File: src/rtl/evt_pkg.sv
package evt_pkg;
  localparam int DATA_W    = 32;
  localparam int ROUTE_W   = 5;
  localparam int MAX_CH    = 8;

  // global word addresses
  localparam int A_CAP     = 0;
  localparam int A_TICK    = 1;
  localparam int A_GCFG    = 2;
  localparam int A_STAT    = 3;
  localparam int A_CNT     = 4;
  // channel window
  localparam int A_CH0     = 8;
  localparam int CH_STRIDE = 4;
  localparam int CH_CFG    = 0;
  localparam int CH_RCAP   = 1;
  localparam int CH_CMP    = 2;

  // channel config bit positions
  localparam int B_LVL     = 1;
  localparam int B_IEN     = 2;
  localparam int B_PER     = 3;
  localparam int B_PCAP    = 4;
  localparam int B_VSET    = 6;
  localparam int B_M32     = 8;
  localparam int B_ROUTE   = 9;

  typedef struct packed {
    logic [ROUTE_W-1:0] route;
    logic               mode32;
    logic               valset;
    logic               per;
    logic               ien;
    logic               lvl;
  } ch_cfg_t;

  function automatic int ch_addr(input int c, input int off);
    return A_CH0 + CH_STRIDE * c + off;
  endfunction
endpackage

File: src/rtl/evt_main_counter.sv
module evt_main_counter #(
  parameter int CNT_W = 32
) (
  input  logic             clk,
  input  logic             rst_n,
  input  logic             run,
  input  logic             load,
  input  logic [CNT_W-1:0] load_val,
  output logic [CNT_W-1:0] count
);
  always_ff @(posedge clk or negedge rst_n) begin
    if (!rst_n)    count <= '0;
    else if (load) count <= load_val;
    else if (run)  count <= count + CNT_W'(1);
  end
endmodule

File: src/rtl/evt_channel.sv
module evt_channel
  import evt_pkg::*;
#(
  parameter int CNT_W  = 32,
  parameter bit PER_OK = 1'b1
) (
  input  logic              clk,
  input  logic              rst_n,
  input  logic              run,
  input  logic [CNT_W-1:0]  count,
  input  logic              cfg_we,
  input  ch_cfg_t           cfg_wdata,
  input  logic              cmp_we,
  input  logic [CNT_W-1:0]  cmp_wdata,
  input  logic              stat_clr,
  output ch_cfg_t           cfg_q,
  output logic [CNT_W-1:0]  cmp_q,
  output logic [CNT_W-1:0]  period_q,
  output logic              match,
  output logic              status_q,
  output logic              second_q,
  output logic              irq,
  output logic [DATA_W-1:0] rd_cfg
);
  ch_cfg_t cfg_in;
  logic    pulse_q;

  always_comb begin
    cfg_in     = cfg_wdata;
    cfg_in.per = cfg_wdata.per & PER_OK;
  end

  assign match = run && (count == cmp_q);

  // config, comparator and period; a bus write wins over a periodic advance
  always_ff @(posedge clk or negedge rst_n) begin
    if (!rst_n) begin
      cfg_q    <= '0;
      cmp_q    <= '1;
      period_q <= '0;
      second_q <= 1'b0;
    end else begin
      if (cfg_we) begin
        cfg_q    <= cfg_in;
        second_q <= 1'b0;
      end
      if (cmp_we) begin
        if (cfg_q.per && cfg_q.valset) begin
          if (!second_q) begin
            cmp_q    <= cmp_wdata;
            second_q <= 1'b1;
          end else begin
            period_q     <= cmp_wdata;
            cfg_q.valset <= 1'b0;
            second_q     <= 1'b0;
          end
        end else begin
          cmp_q <= cmp_wdata;
        end
      end else if (match && cfg_q.per) begin
        cmp_q <= cmp_q + period_q;
      end
    end
  end

  // latched level status, set wins over clear
  always_ff @(posedge clk or negedge rst_n) begin
    if (!rst_n)                     status_q <= 1'b0;
    else if (match && cfg_q.lvl)    status_q <= 1'b1;
    else if (stat_clr)              status_q <= 1'b0;
  end

  always_ff @(posedge clk or negedge rst_n) begin
    if (!rst_n) pulse_q <= 1'b0;
    else        pulse_q <= match && !cfg_q.lvl && cfg_q.ien;
  end

  assign irq = cfg_q.lvl ? (status_q && cfg_q.ien) : pulse_q;

  always_comb begin
    rd_cfg                      = '0;
    rd_cfg[B_LVL]               = cfg_q.lvl;
    rd_cfg[B_IEN]               = cfg_q.ien;
    rd_cfg[B_PER]               = cfg_q.per;
    rd_cfg[B_PCAP]              = PER_OK;
    rd_cfg[B_VSET]              = cfg_q.valset;
    rd_cfg[B_M32]               = cfg_q.mode32;
    rd_cfg[B_ROUTE +: ROUTE_W]  = cfg_q.route;
  end
endmodule

File: src/rtl/evt_readmux.sv
module evt_readmux
  import evt_pkg::*;
#(
  parameter int          NUM_CH    = 3,
  parameter int          CNT_W     = 32,
  parameter int          ADDR_W    = 6,
  parameter logic [15:0] VENDOR_ID = 16'h5A17,
  parameter logic [7:0]  REV_ID    = 8'h02,
  parameter logic [31:0] TICK_FS   = 32'd10_000_000,
  parameter logic [31:0] ROUTE_CAP = 32'h00FF_0000
) (
  input  logic                              clk,
  input  logic                              rst_n,
  input  logic                              rd,
  input  logic [ADDR_W-1:0]                 addr,
  input  logic                              run,
  input  logic                              legacy,
  input  logic [NUM_CH-1:0]                 status,
  input  logic [CNT_W-1:0]                  count,
  input  logic [NUM_CH-1:0][DATA_W-1:0]     ch_cfg,
  input  logic [NUM_CH-1:0][CNT_W-1:0]      ch_cmp,
  output logic [DATA_W-1:0]                 rdata,
  output logic                              rvalid
);
  localparam logic [DATA_W-1:0] CAP_WORD = {VENDOR_ID, 3'b000, 5'(NUM_CH - 1), REV_ID};

  logic [DATA_W-1:0] word;

  always_comb begin
    word = '0;
    case (addr)
      ADDR_W'(A_CAP):  word = CAP_WORD;
      ADDR_W'(A_TICK): word = TICK_FS;
      ADDR_W'(A_GCFG): word = {30'b0, legacy, run};
      ADDR_W'(A_STAT): word = DATA_W'(status);
      ADDR_W'(A_CNT):  word = DATA_W'(count);
      default:         word = '0;
    endcase
    for (int c = 0; c < NUM_CH; c++) begin
      if (addr == ADDR_W'(ch_addr(c, CH_CFG)))  word = ch_cfg[c];
      if (addr == ADDR_W'(ch_addr(c, CH_RCAP))) word = ROUTE_CAP;
      if (addr == ADDR_W'(ch_addr(c, CH_CMP)))  word = DATA_W'(ch_cmp[c]);
    end
  end

  always_ff @(posedge clk or negedge rst_n) begin
    if (!rst_n) begin
      rdata  <= '0;
      rvalid <= 1'b0;
    end else begin
      rvalid <= rd;
      if (rd) rdata <= word;
    end
  end
endmodule

File: src/rtl/evt_timer.sv
module evt_timer
  import evt_pkg::*;
#(
  parameter int          NUM_CH    = 3,
  parameter int          CNT_W     = 32,
  parameter int          ADDR_W    = 6,
  parameter logic [15:0] VENDOR_ID = 16'h5A17,
  parameter logic [7:0]  REV_ID    = 8'h02,
  parameter logic [31:0] TICK_FS   = 32'd10_000_000,
  parameter logic [31:0] ROUTE_CAP = 32'h00FF_0000,
  parameter logic [7:0]  PER_CAP   = 8'h03
) (
  input  logic                      clk,
  input  logic                      rst_n,
  input  logic                      bus_wr,
  input  logic                      bus_rd,
  input  logic [ADDR_W-1:0]         bus_addr,
  input  logic [31:0]               bus_wdata,
  output logic [31:0]               bus_rdata,
  output logic                      bus_rvalid,
  output logic [NUM_CH-1:0]         irq_o,
  output logic [NUM_CH*5-1:0]       route_o,
  output logic [NUM_CH-1:0]         trig_lvl_o
);
  logic             en_q, leg_q;
  logic             cnt_load;
  logic [CNT_W-1:0] count;
  logic             wr_gcfg, wr_stat;
  ch_cfg_t          cfg_in;

  logic [NUM_CH-1:0]               ch_cfg_we, ch_cmp_we, ch_clr;
  logic [NUM_CH-1:0]               ch_match, ch_status, ch_second;
  logic [NUM_CH-1:0]               ch_per, ch_lvl, ch_ien, ch_valset;
  logic [NUM_CH-1:0][CNT_W-1:0]    ch_cmp, ch_period;
  logic [NUM_CH-1:0][DATA_W-1:0]   ch_rd_cfg;
  ch_cfg_t                         ch_cfg [NUM_CH];

  assign wr_gcfg  = bus_wr && (bus_addr == ADDR_W'(A_GCFG));
  assign wr_stat  = bus_wr && (bus_addr == ADDR_W'(A_STAT));
  assign cnt_load = bus_wr && (bus_addr == ADDR_W'(A_CNT));

  assign cfg_in = '{route:  bus_wdata[B_ROUTE +: ROUTE_W],
                    mode32: bus_wdata[B_M32],
                    valset: bus_wdata[B_VSET],
                    per:    bus_wdata[B_PER],
                    ien:    bus_wdata[B_IEN],
                    lvl:    bus_wdata[B_LVL]};

  always_ff @(posedge clk or negedge rst_n) begin
    if (!rst_n) begin
      en_q  <= 1'b0;
      leg_q <= 1'b0;
    end else if (wr_gcfg) begin
      en_q  <= bus_wdata[0];
      leg_q <= bus_wdata[1];
    end
  end

  evt_main_counter #(.CNT_W(CNT_W)) u_cnt (
    .clk      (clk),
    .rst_n    (rst_n),
    .run      (en_q),
    .load     (cnt_load),
    .load_val (CNT_W'(bus_wdata)),
    .count    (count)
  );

  for (genvar c = 0; c < NUM_CH; c++) begin : g_ch
    assign ch_cfg_we[c] = bus_wr && (bus_addr == ADDR_W'(ch_addr(c, CH_CFG)));
    assign ch_cmp_we[c] = bus_wr && (bus_addr == ADDR_W'(ch_addr(c, CH_CMP)));
    assign ch_clr[c]    = wr_stat && bus_wdata[c];

    evt_channel #(.CNT_W(CNT_W), .PER_OK(PER_CAP[c])) u_ch (
      .clk       (clk),
      .rst_n     (rst_n),
      .run       (en_q),
      .count     (count),
      .cfg_we    (ch_cfg_we[c]),
      .cfg_wdata (cfg_in),
      .cmp_we    (ch_cmp_we[c]),
      .cmp_wdata (CNT_W'(bus_wdata)),
      .stat_clr  (ch_clr[c]),
      .cfg_q     (ch_cfg[c]),
      .cmp_q     (ch_cmp[c]),
      .period_q  (ch_period[c]),
      .match     (ch_match[c]),
      .status_q  (ch_status[c]),
      .second_q  (ch_second[c]),
      .irq       (irq_o[c]),
      .rd_cfg    (ch_rd_cfg[c])
    );

    assign ch_per[c]    = ch_cfg[c].per;
    assign ch_lvl[c]    = ch_cfg[c].lvl;
    assign ch_ien[c]    = ch_cfg[c].ien;
    assign ch_valset[c] = ch_cfg[c].valset;
    assign route_o[c*ROUTE_W +: ROUTE_W] = ch_cfg[c].route;
    assign trig_lvl_o[c] = ch_cfg[c].lvl;
  end

  evt_readmux #(
    .NUM_CH(NUM_CH), .CNT_W(CNT_W), .ADDR_W(ADDR_W), .VENDOR_ID(VENDOR_ID),
    .REV_ID(REV_ID), .TICK_FS(TICK_FS), .ROUTE_CAP(ROUTE_CAP)
  ) u_rd (
    .clk    (clk),
    .rst_n  (rst_n),
    .rd     (bus_rd),
    .addr   (bus_addr),
    .run    (en_q),
    .legacy (leg_q),
    .status (ch_status),
    .count  (count),
    .ch_cfg (ch_rd_cfg),
    .ch_cmp (ch_cmp),
    .rdata  (bus_rdata),
    .rvalid (bus_rvalid)
  );
endmodule

File: config.mk
export PLATFORM = sky130hd
export DESIGN_NAME = evt_timer
export DESIGN_NICKNAME = d
export VERILOG_FILES = /design/src/rtl/evt_pkg.sv /design/src/rtl/evt_main_counter.sv /design/src/rtl/evt_channel.sv /design/src/rtl/evt_readmux.sv /design/src/rtl/evt_timer.sv
export SDC_FILE = /design/constraint.sdc
export NUM_CORES = 1
export LEC_CHECK = 0
export BUFFER_PORTS_ARGS = -buffer_cell sky130_fd_sc_hd__buf_4
export CAP_MARGIN = 20
export CORE_MARGIN = 3
export CORE_UTILIZATION = 49
export DETAILED_ROUTE_END_ITERATION = 16
export PLACE_DENSITY = 0.66
export SLEW_MARGIN = 0
export SYNTH_ARGS = -nofsm -noshare
export SYNTH_HDL_FRONTEND = slang
export SYNTH_SLANG_ARGS = --single-unit
File: constraint.sdc
create_clock -name clk -period 4.2 [get_ports clk]
set_clock_uncertainty 0.1 [all_clocks]
set_input_delay 0.63 -clock clk [delete_from_list [all_inputs] [get_ports clk]]
set_output_delay 0.63 -clock clk [all_outputs]
set_load 0.02 [all_outputs]
# ---- Word-level counts from Yosys, hierarchy flattened
# Index checks and enable logic that the tools add are counted.
# Widths: inputs -> output; s select.
dict set report classes {
  n_addsub 3
  n_eq_ne 18
  muxes 46
  reduce_logical 45
}
# op n
set op_table {}
lappend op_table {{$mux 32} 20}
lappend op_table {{$pmux 32 s5} 1}
lappend op_table {{$eq 32x32->1} 3}
lappend op_table {{$add 32x32->32} 2}
lappend op_table {{$eq 6x4->1 const B} 6}
lappend op_table {{$add 32x1->32 const B} 1}
lappend op_table {{$logic_and 1x1->1} 31}
lappend op_table {{$mux 1} 23}
lappend op_table {{$eq 6x5->1 const B} 3}
lappend op_table {{$eq 6x2->1 const B} 2}
lappend op_table {{$reduce_bool 2->1} 6}
lappend op_table {{$mux 4} 2}
lappend op_table {{$eq 6x1->1 const B} 1}
lappend op_table {{$eq 6x3->1 const B} 1}
lappend op_table {{$logic_not 6->1} 1}
lappend op_table {{$ne 3x3->1 const B} 2}
lappend op_table {{$reduce_and 3->1} 2}
lappend op_table {{$reduce_and 2->1} 2}
lappend op_table {{$logic_not 1->1} 3}
dict set report totals {
  reg_bits 264
  input_bits 42
  out_inout_bits 54
  wordCells 147
}

# ---- Logic depth before layout (Yosys ltp)
# Gate-level depths: netlist of run 1.
dict set report depth {
  ltp_word 11
  mapped_depth 12
}

# ---- Cells and area by module
# A second synthesis of run 1 with hierarchy kept.
dict set report unflattened {
  cells_unflattened 2164
  hier_area_um2 18810.5
}
# mod instances cells_each area_each_um2 seq_area_each_um2
set by_module_without_submodules {}
lappend by_module_without_submodules {{evt_channel (g_ch[0].u_ch)} 1 672 5651.7 1966.9}
lappend by_module_without_submodules {{evt_channel (g_ch[1].u_ch)} 1 651 5560.3 1966.9}
lappend by_module_without_submodules {evt_readmux 1 383 2977.9 825.8}
lappend by_module_without_submodules {{evt_channel (g_ch[2].u_ch)} 1 209 2492.4 1116.1}
lappend by_module_without_submodules {evt_main_counter 1 223 1910.6 800.8}
lappend by_module_without_submodules {evt_timer 1 26 217.7 50.0}

# ---- Least setup slack after synthesis of run 1
# OpenSTA, ideal clock, no wires.
dict set report synth_path {
  path_type {register to register}
  start {register g_ch[1].u_ch.cmp_q[2]}
  end {register g_ch[1].u_ch.cmp_q[16]}
  setup_ns 0.077
  t_arrival_ns 2.810
  required_time_ns 4.023
  setup_slack_ns 1.213
  path_stages_with_launch 11
  synth_period_minus_slack_ns 2.987
  cell_sequence {dfstp_2 -> ha_1 -> nor2b_1 -> o31a_1 -> o31a_1 -> a2111o_1 -> a21o_1 -> a311oi_1 -> xnor2_1 -> nand2_1 -> a31oi_1}
}
dict set report synth_between {
  elab_chain_len 5
  word_cells_on_any_way 8
  cone_classes {add/sub: 1; eq/ne: 1; mux: 2; reduce/logical: 4}
}
# item line_no
set synth_rtl {}
lappend synth_rtl {{start: declaration} evt_channel.sv:17} ;# output logic [CNT_W-1:0] cmp_q,
lappend synth_rtl {{start signal: assignment} evt_channel.sv:50} ;# cmp_q <= cmp_wdata;
lappend synth_rtl {{start signal: assignment} evt_channel.sv:58} ;# cmp_q <= cmp_wdata;
lappend synth_rtl {{start signal: assignment} evt_channel.sv:61} ;# cmp_q <= cmp_q + period_q;
lappend synth_rtl {{branches (longest 5 deep; another with $add 32x32->32)} n/a}
# Several ways; the timed one is not identified. The select of a mux whose other input is x is not followed.
# A chain may end at the register's enable or synchronous reset.

# ---- Final worst setup path of run 1
dict set report layout_path {
  start {register g_ch[1].u_ch.cmp_q[25]}
  end {register g_ch[1].u_ch.cmp_q[1]}
}
dict set report layout_between {
  elab_chain_len 5
}
# item line_no
set layout_rtl {}
lappend layout_rtl {{$eq 32x32->1} evt_channel.sv:33} ;# assign match = run && (count == cmp_q);
lappend layout_rtl {{$logic_and 1x1->1} evt_channel.sv:33}
lappend layout_rtl {{$logic_and 1x1->1} evt_channel.sv:60} ;# end else if (match && cfg_q.per) begin
lappend layout_rtl {{$reduce_bool 2->1 (no source line)} n/a}
lappend layout_rtl {{$reduce_and 2->1 (no source line)} n/a}
# No other way between the ends.

==> metrics.txt, run 1 <==
met2 usage=47.21%; arrival time at the worst endpoint=3.93 ns; worst slew pin tran=0.9862 ns; Placeable Area=33620 um^2; CP endpoint kind=register; sequential area share after synthesis=40.09%; dpl cells=2361; Seq cells post-synth=264; Remaining DRCs=0; CP Max Fanout=21; total of max-cap violations=0; Tmin final=3.598 ns; Mean Syn Cell Area=8.725 um^2; Port Buffers=95; CP Cell Sequence=xor2_1, or4_1, or4_4, nor4_4, nand2_1, a21oi_4, buf_4, o211ai_1, o21ai_0; DP Wirelength=41230 um; syn_nets=2030; Post-DP Area=17750 um^2; initial cell density of the core=49.91%; area grow syn2layout=12.55%; Required @ worst endpoint=4.53 ns; I/O pin count=96; clock transition at the registers of the reported paths=0.06 ns; CTS Sinks=264; post-route non-filler standard cell count=2420; antenna-violating nets left=0; grt ovf=0; Root Buffer=clkbuf_16; H-tree depth=1; antenna cells=0; average vias per placed instance=6.053; vias in the first global route=13992; gr usage total=30.64%; CTS tree=yes; number of distinct library cells after synthesis=78; fillers=3079; die width=191.0 um; top area cells in the synthesized netlist=dfrtp_1, dfstp_2, nand2_1, xor2_1, ha_1; clk buf depth=3; Clock Latency Late Sink=0.58 ns; Post-CTS Resized=0; setup_tns=0 ns; crit path launch type=register; GR met1 Demand/Resource=42.59%; largest net degree at the start of global routing=95; CTS buffer count=31; Hold Crit Class=input port to register; Slew headroom=33.75%; commonest non-fill, non-tap cells in the layout=nand2_1, nor2_1, dfrtp_1, a21oi_1, buf_4; antenna violations before repair=2; Syn. warnings=0; post-synthesis cell area=16780 um^2; DR WL/cell=23.14 um; post-synthesis async set-or-reset flop share=100.0%; global-route wire length before repair=85420 um; Top delay family on crit path=simple AND/OR/NAND/NOR gates; Final Cell Area=18880 um^2; status=finished clean; pwr dens=467.9 nW/um^2; commonest non-fill, non-tap cell in the layout=nand2_1; Final Hold Viols=0; met3 usage=5.006%; post-synth top area share=25.06%; Crit Path Class=register to register; VDD IR-drop max=0.4104 mV; Worst Path Buf+Inv=1; Starting DRT DRC Count=1445; global routing's busiest layer=met2; Leakage=0.008476 uW; Mapped Cells=1923; RD Place Congestion=0.9809; area leader, netlist=dfrtp_1; final slew viol count=0; Total Power=8836 uW; num rows=67; Slowest-stage cell, CP=dfstp_2; CP peak stage delay=0.59 ns; WL final=55990 um; RSZ-0062 raised after global routing=false; Final Core Density=56.17%; share of cells above drive strength 1=19.32%; f_max=0.2779 GHz; EDFF count, synth=0; drt pass-1 iters=6; nets=2055; setup violators final=0; Chip Height=191.0 um; via count=14648; total die area=36500 um^2; ys flop type=dfrtp_1; period utilization=85.67%
logic make-up after synthesis:
group	synth area share, %
mux	5.019
buf+inv	5.041
compound gates	16.80
flops	40.09
fa+ha+maj	4.937
xor+xnor	8.875
simple gates	19.23
flip-flops by register name, indices dropped and copies added, names as in the netlist:
signal,cells
g_ch.u_ch.cfg_q,29
g_ch.u_ch.second_q,2
u_rd.rvalid,1
u_rd.rdata,32
en_q,1
g_ch.u_ch.cmp_q,96
g_ch.u_ch.pulse_q,3
leg_q,1
g_ch.u_ch.status_q,3
u_cnt.count,32
g_ch.u_ch.period_q,64
cell usage after synthesis, drive strengths merged (5+ instances only):
cell type / count
a211oi: 7
nand3: 40
or3: 8
or4: 6
a31o: 7
o21a: 17
xnor2: 49
and2: 6
a31oi: 44
dfrtp: 168
and3: 16
clkbuf: 96
o21bai: 6
nor3: 24
mux2i: 11
o211ai: 19
inv: 44
o31a: 5
xor2: 121
o31ai: 7
o21ai: 62
nor4: 30
ha: 63
dfstp: 96
a222oi: 24
buf: 51
a22oi: 5
a221oi: 8
or2: 5
nand4: 18
nand2: 334
nor2: 183
a21oi: 155
nand2b: 18
mux2: 65
o221ai: 5
a21o: 21
nor2b: 18
where the power goes:
part	internal [uW]	total (uW)	switching (uW)
Clock	1820	2940	1130
Sequential	2980	3510	531
Combinational	979	2380	1410
timing repair:
action                                  4_1_cts  5_1_grt
hold buffers                                  1        0
endpoints found under the setup margin        0        0
setup buffers                                 0        0
endpoints found under the hold margin         3        0
worst paths after layout:
path	start	to	slack (ns)	depth (start not counted)
max	g_ch[1].u_ch.cmp_q[25]$_DFFE_PN1P_	g_ch[1].u_ch.cmp_q[1]$_DFFE_PN1P_	0.60	9
min	bus_wdata[28]	g_ch[1].u_ch.cmp_q[28]$_DFFE_PN1P_	0.24	3
max reg2reg	g_ch[1].u_ch.cmp_q[25]$_DFFE_PN1P_	g_ch[1].u_ch.cmp_q[1]$_DFFE_PN1P_	0.60	9
min reg2reg	g_ch[1].u_ch.period_q[19]$_DFFE_PN0P_	g_ch[1].u_ch.period_q[19]$_DFFE_PN0P_	0.38	2
max in group asynchronous	rst_n	g_ch[0].u_ch.cmp_q[5]$_DFFE_PN1P_	2.33	3
min in group asynchronous	rst_n	g_ch[1].u_ch.period_q[5]$_DFFE_PN0P_	0.56	2
stage by stage:
stage                     setup slack (ns)  hold WS (ns)
after CTS                           0.7316        0.2166
after floorplan                      1.213        0.2344
after global placement              0.7805        0.3623
final                               0.6018        0.2414
after detailed placement            0.7610        0.3673
after global routing                0.4571        0.2244
per-layer routing:
layer  up-vias  routed length, um
met5         -                 25
met4         4               2841
met3       152               4422
met2       663              24540
met1      7042              24160
li1       6787                  -
tightest hold or removal path: stages:
cell     delay [ns]
buf_4          0.15
nand2_1        0.06
a31oi_1        0.07
layout make-up:
type	instances	area (um^2)	share of cell area (%)
multi-input combinational	1467	9241	48.94
sequential	264	6726	35.62
timing repair buffer	139	1079	5.712
clock buffer	40	869.6	4.605
tap	448	560.5	2.968
clock inverter	17	237.7	1.259
inverter	45	168.9	0.8945
No activity file was read; power rests on OpenSTA's default activity.
==> run 2: changes to the inputs <==
--- a/config.mk
+++ b/config.mk
@@ -7,10 +7,12 @@
 export LEC_CHECK = 0
 export BUFFER_PORTS_ARGS = -buffer_cell sky130_fd_sc_hd__buf_4
 export CAP_MARGIN = 20
+export CELL_PAD_IN_SITES_DETAIL_PLACEMENT = 0
+export CELL_PAD_IN_SITES_GLOBAL_PLACEMENT = 2
 export CORE_MARGIN = 3
-export CORE_UTILIZATION = 49
+export CORE_UTILIZATION = 39
 export DETAILED_ROUTE_END_ITERATION = 16
-export PLACE_DENSITY = 0.66
+export PLACE_DENSITY_LB_ADDON = 0.1
 export SLEW_MARGIN = 0
 export SYNTH_ARGS = -nofsm -noshare
 export SYNTH_HDL_FRONTEND = slang
==> run 2 against run 1 <==
  * Non-clock buffer count shrank 2
  * Cell count grew 4.0%
  * Sequential power grew 2%
  * Power grew 2.5%
  * Wire length grew 8.0%
  * Core utilization shrank 11 points
  * Sequential share of layout area shrank 0.38 points
  * Setup slack gained 0.14 ns
  * Fmax grew 4.0%
  * Critical path depth grew 3
  * Sequential cell count is the same
  * Critical path type unchanged
  * Largest cell class unchanged
==> metrics.txt, run 2 (synthesis gave the netlist of run 1 again) <==
status=finished clean; antenna-violating nets left=0; DR WL/cell=24.04 um; area grow syn2layout=13.76%; PnR worst setup slack=0.7416 ns; FF-to-FF path depth=12; CP Max Fanout=5; vias in the first global route=13800; biggest regs=g_ch.u_ch.cmp_q: 96 flops, g_ch.u_ch.period_q: 64 flops; Crit Path Class=register to register; R2R Path End=g_ch[1].u_ch.cmp_q[30]$_DFFE_PN1P_; pwr dens=474.4 nW/um^2; share of cells above drive strength 1=19.18%; Final Hold Viols=0; setup_tns=0 ns; reg2reg start=g_ch[1].u_ch.cmp_q[0]$_DFFE_PN1P_; Remaining DRCs=0; period utilization=82.34%; antenna violations before repair=3; die width=213.4 um; commonest non-fill, non-tap cell in the layout=nand2_1; initial cell density of the core=39.73%; commonest non-fill, non-tap cells in the layout=nand2_1, nor2_1, dfrtp_1, a21oi_1, buf_4; f_max=0.2892 GHz; average vias per placed instance=5.717; WL final=60490 um; clk buf depth=3; Port Buffers=95; Slew headroom=30.72%; setup violators final=0; final slew viol count=0; largest net degree at the start of global routing=92; max reg flops=96; Clock Latency Late Sink=0.55 ns; crit path launch type=register; hold buffers post-CTS=0; gr usage total=26.73%; CP endpoint kind=register; I/O pin count=96; via count=14385; Starting DRT DRC Count=1195; worst slew pin tran=1.030 ns; VDD IR-drop max=0.2365 mV; CTS tree=yes; Tmin final=3.458 ns; Post-CTS Resized=0; P_sw=3173 uW; Top reg by flops=g_ch.u_ch.cmp_q; Placeable Area=42230 um^2; total die area=45540 um^2; Sw Share=35.04%; Clk pwr share=34.9%; nets=2057; CTS buffer count=35; arrival time at the worst endpoint=3.82 ns; Internal Power=5881 uW; fillers=4239; Leakage=0.008502 uW; Comb pwr share=25.6%; Chip Height=213.4 um; clock transition at the registers of the reported paths=0.06 ns; total of max-cap violations=0; RSZ-0062 raised after global routing=false; Hold Crit Class=input port to async pin; DP Wirelength=44560 um; drt pass-1 iters=7; H-tree depth=2; Required @ worst endpoint=4.57 ns; num rows=75; FF-to-FF setup slack=0.74 ns; global-route wire length before repair=90800 um; DP Worst Slack=0.7298 ns; Root Buffer=clkbuf_16; share of total power in sequential cells=39.5%; RD Place Congestion=0.9151; Post-CTS Setup Inserts=0; CTS Sinks=264; grt ovf=0
-- run 2: cell count changes in the layout (fill, tap and decap cells not counted), sizes merged --
cell	before	now
clkbuf	40	60
clkinv	11	2
bufinv	6	2
buf	138	137
dlygate4sd3	1	0
clkinvlp	1	0
diode	0	1
-- run 2: through the flow --
| stage | utilization, % | hold slack (ns) | total power, uW | instances | instance area, um^2 |
|---|---|---|---|---|---|
| after global placement | 42.36 | 0.3619 | 5866 | 2452 | 17890 |
| after floorplan | - | 0.2344 | 4995 | 1923 | 16780 |
| after CTS | 45.19 | 0.05024 | 9086 | 2515 | 19080 |
| after global routing | 45.20 | 0.05411 | 9482 | 2516 | 19090 |
| after detailed placement | 42.36 | 0.3685 | 5876 | 2452 | 17890 |
| final | 45.20 | 0.0006201 | 9053 | 2516 | 19090 |
-- run 2: worst max path at each step --
| stage | startpoint | end | cells past startpoint |
|---|---|---|---|
| after floorplan | g_ch[1].u_ch.cmp_q[2]$_DFFE_PN1P_ | g_ch[1].u_ch.cmp_q[16]$_DFFE_PN1P_ | 10 |
| after global placement | g_ch[1].u_ch.cmp_q[0]$_DFFE_PN1P_ | g_ch[1].u_ch.cmp_q[30]$_DFFE_PN1P_ | 12 |
| after detailed placement | g_ch[1].u_ch.cmp_q[0]$_DFFE_PN1P_ | g_ch[1].u_ch.cmp_q[30]$_DFFE_PN1P_ | 12 |
| after CTS | g_ch[1].u_ch.cmp_q[0]$_DFFE_PN1P_ | g_ch[1].u_ch.cmp_q[30]$_DFFE_PN1P_ | 12 |
| after global routing | g_ch[1].u_ch.cmp_q[0]$_DFFE_PN1P_ | g_ch[1].u_ch.cmp_q[30]$_DFFE_PN1P_ | 12 |
| final | g_ch[1].u_ch.cmp_q[0]$_DFFE_PN1P_ | g_ch[1].u_ch.cmp_q[30]$_DFFE_PN1P_ | 12 |
-- run 2: metal layers --
layer | GRT usage, % | wire length, um | vias to the layer above
li1 | - | - | 6794
met1 | 37.64 | 27230 | 7039
met2 | 41.77 | 27500 | 461
met3 | 5.618 | 4040 | 87
met4 | 7.817 | 1690 | 4
met5 | 0 | 28 | -
-- run 2: area by class of cell --
class                   count  area, um^2  area share (%)
well taps                 539       674.4           3.534
diodes                      1       2.502         0.01311
inverters                  45       168.9          0.8850
flip-flops and latches    264        6726           35.24
multi-input cells        1467        9243           48.43
repair buffers            137        1074           5.625
clock inverters             3       65.06          0.3409
clock buffers              60        1132           5.933
-- run 2: worst max-delay path, stage by stage (launching register included) --
cell and delay, ns:
dfstp_2 0.57, ha_1 0.20, inv_1 0.06, fa_1 0.38, nor2b_1 0.22, o31a_1 0.20
o31a_1 0.22, a2111o_1 0.33, a211oi_1 0.17, o41ai_1 0.49, xor2_1 0.18, nand2_1 0.07
a31oi_1 0.17
-- run 2: power by group through the flow --
stage | clock network [uW] | logic [uW] | registers [uW]
2_1_floorplan | 0 | 1770 | 3230
3_3_place_gp | 0 | 2260 | 3610
3_5_place_dp | 0 | 2260 | 3610
4_1_cts | 3230 | 2280 | 3570
5_1_grt | 3320 | 2540 | 3620
6_report | 3160 | 2320 | 3580
==> run 3: changes to the inputs <==
--- a/config.mk
+++ b/config.mk
@@ -10,7 +10,7 @@
 export CELL_PAD_IN_SITES_DETAIL_PLACEMENT = 0
 export CELL_PAD_IN_SITES_GLOBAL_PLACEMENT = 2
 export CORE_MARGIN = 3
-export CORE_UTILIZATION = 39
+export CORE_UTILIZATION = 35
 export DETAILED_ROUTE_END_ITERATION = 16
 export PLACE_DENSITY_LB_ADDON = 0.1
 export SLEW_MARGIN = 0
==> constraint.sdc (replaced) <==
create_clock -name clk -period 3 [get_ports clk]
set_clock_uncertainty 0.1 [all_clocks]
set_input_delay 0.45 -clock clk [delete_from_list [all_inputs] [get_ports clk]]
set_output_delay 0.45 -clock clk [all_outputs]
set_load 0.02 [all_outputs]
==> run 3 against run 2 <==
  * The run now ends with negative setup slack left
  * Design area rose by 10%
  * Fmax is 13% higher
  * Cell count increased by 9.1%
  * First-iteration DRC count down 0.67%
  * Clock-buffer cell count decreased by 9
==> metrics.txt, run 3 (synthesis gave the netlist of run 1 again) <==
antenna-violating nets left=0; CP Max Fanout=5; FF-to-FF setup slack=-0.06 ns; dpl cells=2659; share of cells above drive strength 1=28.87%; commonest non-fill, non-tap cells in the layout=nand2_1, buf_4, nor2_1, dfrtp_1, a21oi_1; CTS Sinks=264; vias in the first global route=14601; drt pass-1 iters=6; Starting DRT DRC Count=1187; I/O pin count=96; period utilization=102.1%; PnR worst setup slack=-0.06284 ns; total of max-cap violations=0; Critical Path End=g_ch[1].u_ch.cmp_q[24]$_DFFE_PN1P_; failing checks=negative setup slack; via count=14877; reg2reg start=g_ch[1].u_ch.cmp_q[1]$_DFFE_PN1P_; worst slew pin tran=0.7883 ns; commonest non-fill, non-tap cell in the layout=nand2_1; CP startpoint=g_ch[1].u_ch.cmp_q[1]$_DFFE_PN1P_; R2R Path End=g_ch[1].u_ch.cmp_q[24]$_DFFE_PN1P_; gr usage total=24.98%; fillers=4631; crit path launch type=register; num rows=79; VDD IR-drop max=0.3077 mV; CTS buffer count=36; Placeable Area=46950 um^2; area grow syn2layout=25.55%; Final Core Density=44.86%; die width=224.9 um; Clock Latency Late Sink=0.55 ns; Final Hold Viols=0; CP endpoint kind=register; FF-to-FF path depth=12; initial cell density of the core=35.73%; setup violators final=6; Leakage=0.009441 uW; Fin Hold WS=0.07617 ns; total die area=50600 um^2; biggest regs=g_ch.u_ch.cmp_q: 96 flops, g_ch.u_ch.period_q: 64 flops; status=finished with violations; H-tree depth=2; largest net degree at the start of global routing=68; global-route wire length before repair=94760 um; pwr dens=640.4 nW/um^2; WHS Path Cells=3; f_max=0.3265 GHz; DP Wirelength=47820 um; nets=2217; Required @ worst endpoint=3.39 ns; Remaining DRCs=0; Top reg by flops=g_ch.u_ch.cmp_q; CTS tree=yes; Slew headroom=47.45%; clk buf depth=3; max reg flops=96; Chip Height=224.9 um; grt ovf=0; RD Place Congestion=0.9010; Crit Path Class=register to register; WL final=64460 um; arrival time at the worst endpoint=3.45 ns; Root Buffer=clkbuf_16; antenna cells=0; RSZ-0062 raised after global routing=true; Tmin final=3.063 ns; clock transition at the registers of the reported paths=0.06 ns; Port Buffers=95; Total Power=13490 uW; Hold Crit Class=input port to register; post-route non-filler standard cell count=2744; final slew viol count=0; DR WL/cell=23.49 um; average vias per placed instance=5.422; antenna violations before repair=0
==> run 3: changes by cell type in the layout (fill, tap and decap cells not counted), sizes merged <==
cell         previous run  this run
clkinv                  2         7
diode                   1         0
inv                    44        47
buf                   137       292
clkbuf                 60        54
dlygate4sd3             0         1
clkinvlp                0         2
bufinv                  2         3
==> run 3: per-layer routing <==
| layer | up-vias | wire length (um) | GRT usage, % |
|---|---|---|---|
| li1 | 7108 | - | - |
| met1 | 7290 | 28920 | 33.94 |
| met2 | 399 | 30080 | 41.00 |
| met3 | 80 | 3828 | 4.715 |
| met4 | 0 | 1624 | 6.848 |
| met5 | - | 0 | 0 |
==> run 3: worst max-delay path, stage by stage, from the launching register on <==
cell,delay (ns)
dfstp_2,0.56
buf_6,0.11
inv_4,0.03
fa_2,0.41
nor2b_4,0.13
o31a_1,0.14
o31a_1,0.17
a2111o_1,0.36
a21oi_2,0.12
o31a_1,0.27
a31oi_1,0.18
mux2_2,0.36
nand3_2,0.06
==> run 3: repair_timing <==
item                                   in CTS  in global routing
setup endpoints to repair                  32                 62
cloned                                      0                  4
endpoints found under the hold margin      43                  0
gates resized for setup                    38                 71
hold buffers                                1                  0
buffers inserted                            4                 12
pin swaps                                  11                 34
==> run 3: cell type report <==
cell class	instances	area, um^2	area share [%]
multi-input combinational	1467	9698	46.04
sequential	264	6726	31.93
timing repair buffer	296	2469	11.72
clock buffer	51	1079	5.120
tap	607	759.5	3.606
inverter	45	171.4	0.8138
clock inverter	14	161.4	0.7663
==> run 3: how the worst min path moves through the flow <==
stage                                          startpoint                               endpoint  slack (ns)
finish                                      bus_wdata[27]  g_ch[1].u_ch.period_q[27]$_DFFE_PN0P_        0.08
global placement                u_rd.rdata[9]$_DFFE_PN0P_              u_rd.rdata[9]$_DFFE_PN0P_        0.37
CTS                                         bus_wdata[27]  g_ch[1].u_ch.period_q[27]$_DFFE_PN0P_        0.06
detailed placement  g_ch[0].u_ch.period_q[12]$_DFFE_PN0P_  g_ch[0].u_ch.period_q[12]$_DFFE_PN0P_        0.37
global route                                bus_wdata[16]  g_ch[1].u_ch.period_q[16]$_DFFE_PN0P_        0.07
floorplan                                           rst_n                       en_q$_DFFE_PN0P_        0.05
==> run 3: metrics by stage <==
step	setup TNS [ns]	setup slack [ns]	area, um^2
after detailed placement	-1.706	-0.1335	19100
final	-0.1343	-0.06284	21060
after global routing	-1.548	-0.1851	21060
after floorplan	0	0.01254	16780
after CTS	-0.1120	-0.06052	20570
after global placement	-0.7022	-0.1025	19100
==> run 3: power by group <==
group,internal (uW),switching [uW],leakage (uW),total [uW]
Clock,2770,1750,0.000612,4520
Combinational,1790,2360,0.00568,4140
Sequential,4160,658,0.00315,4820
Total,8720,4770,0.00944,13500
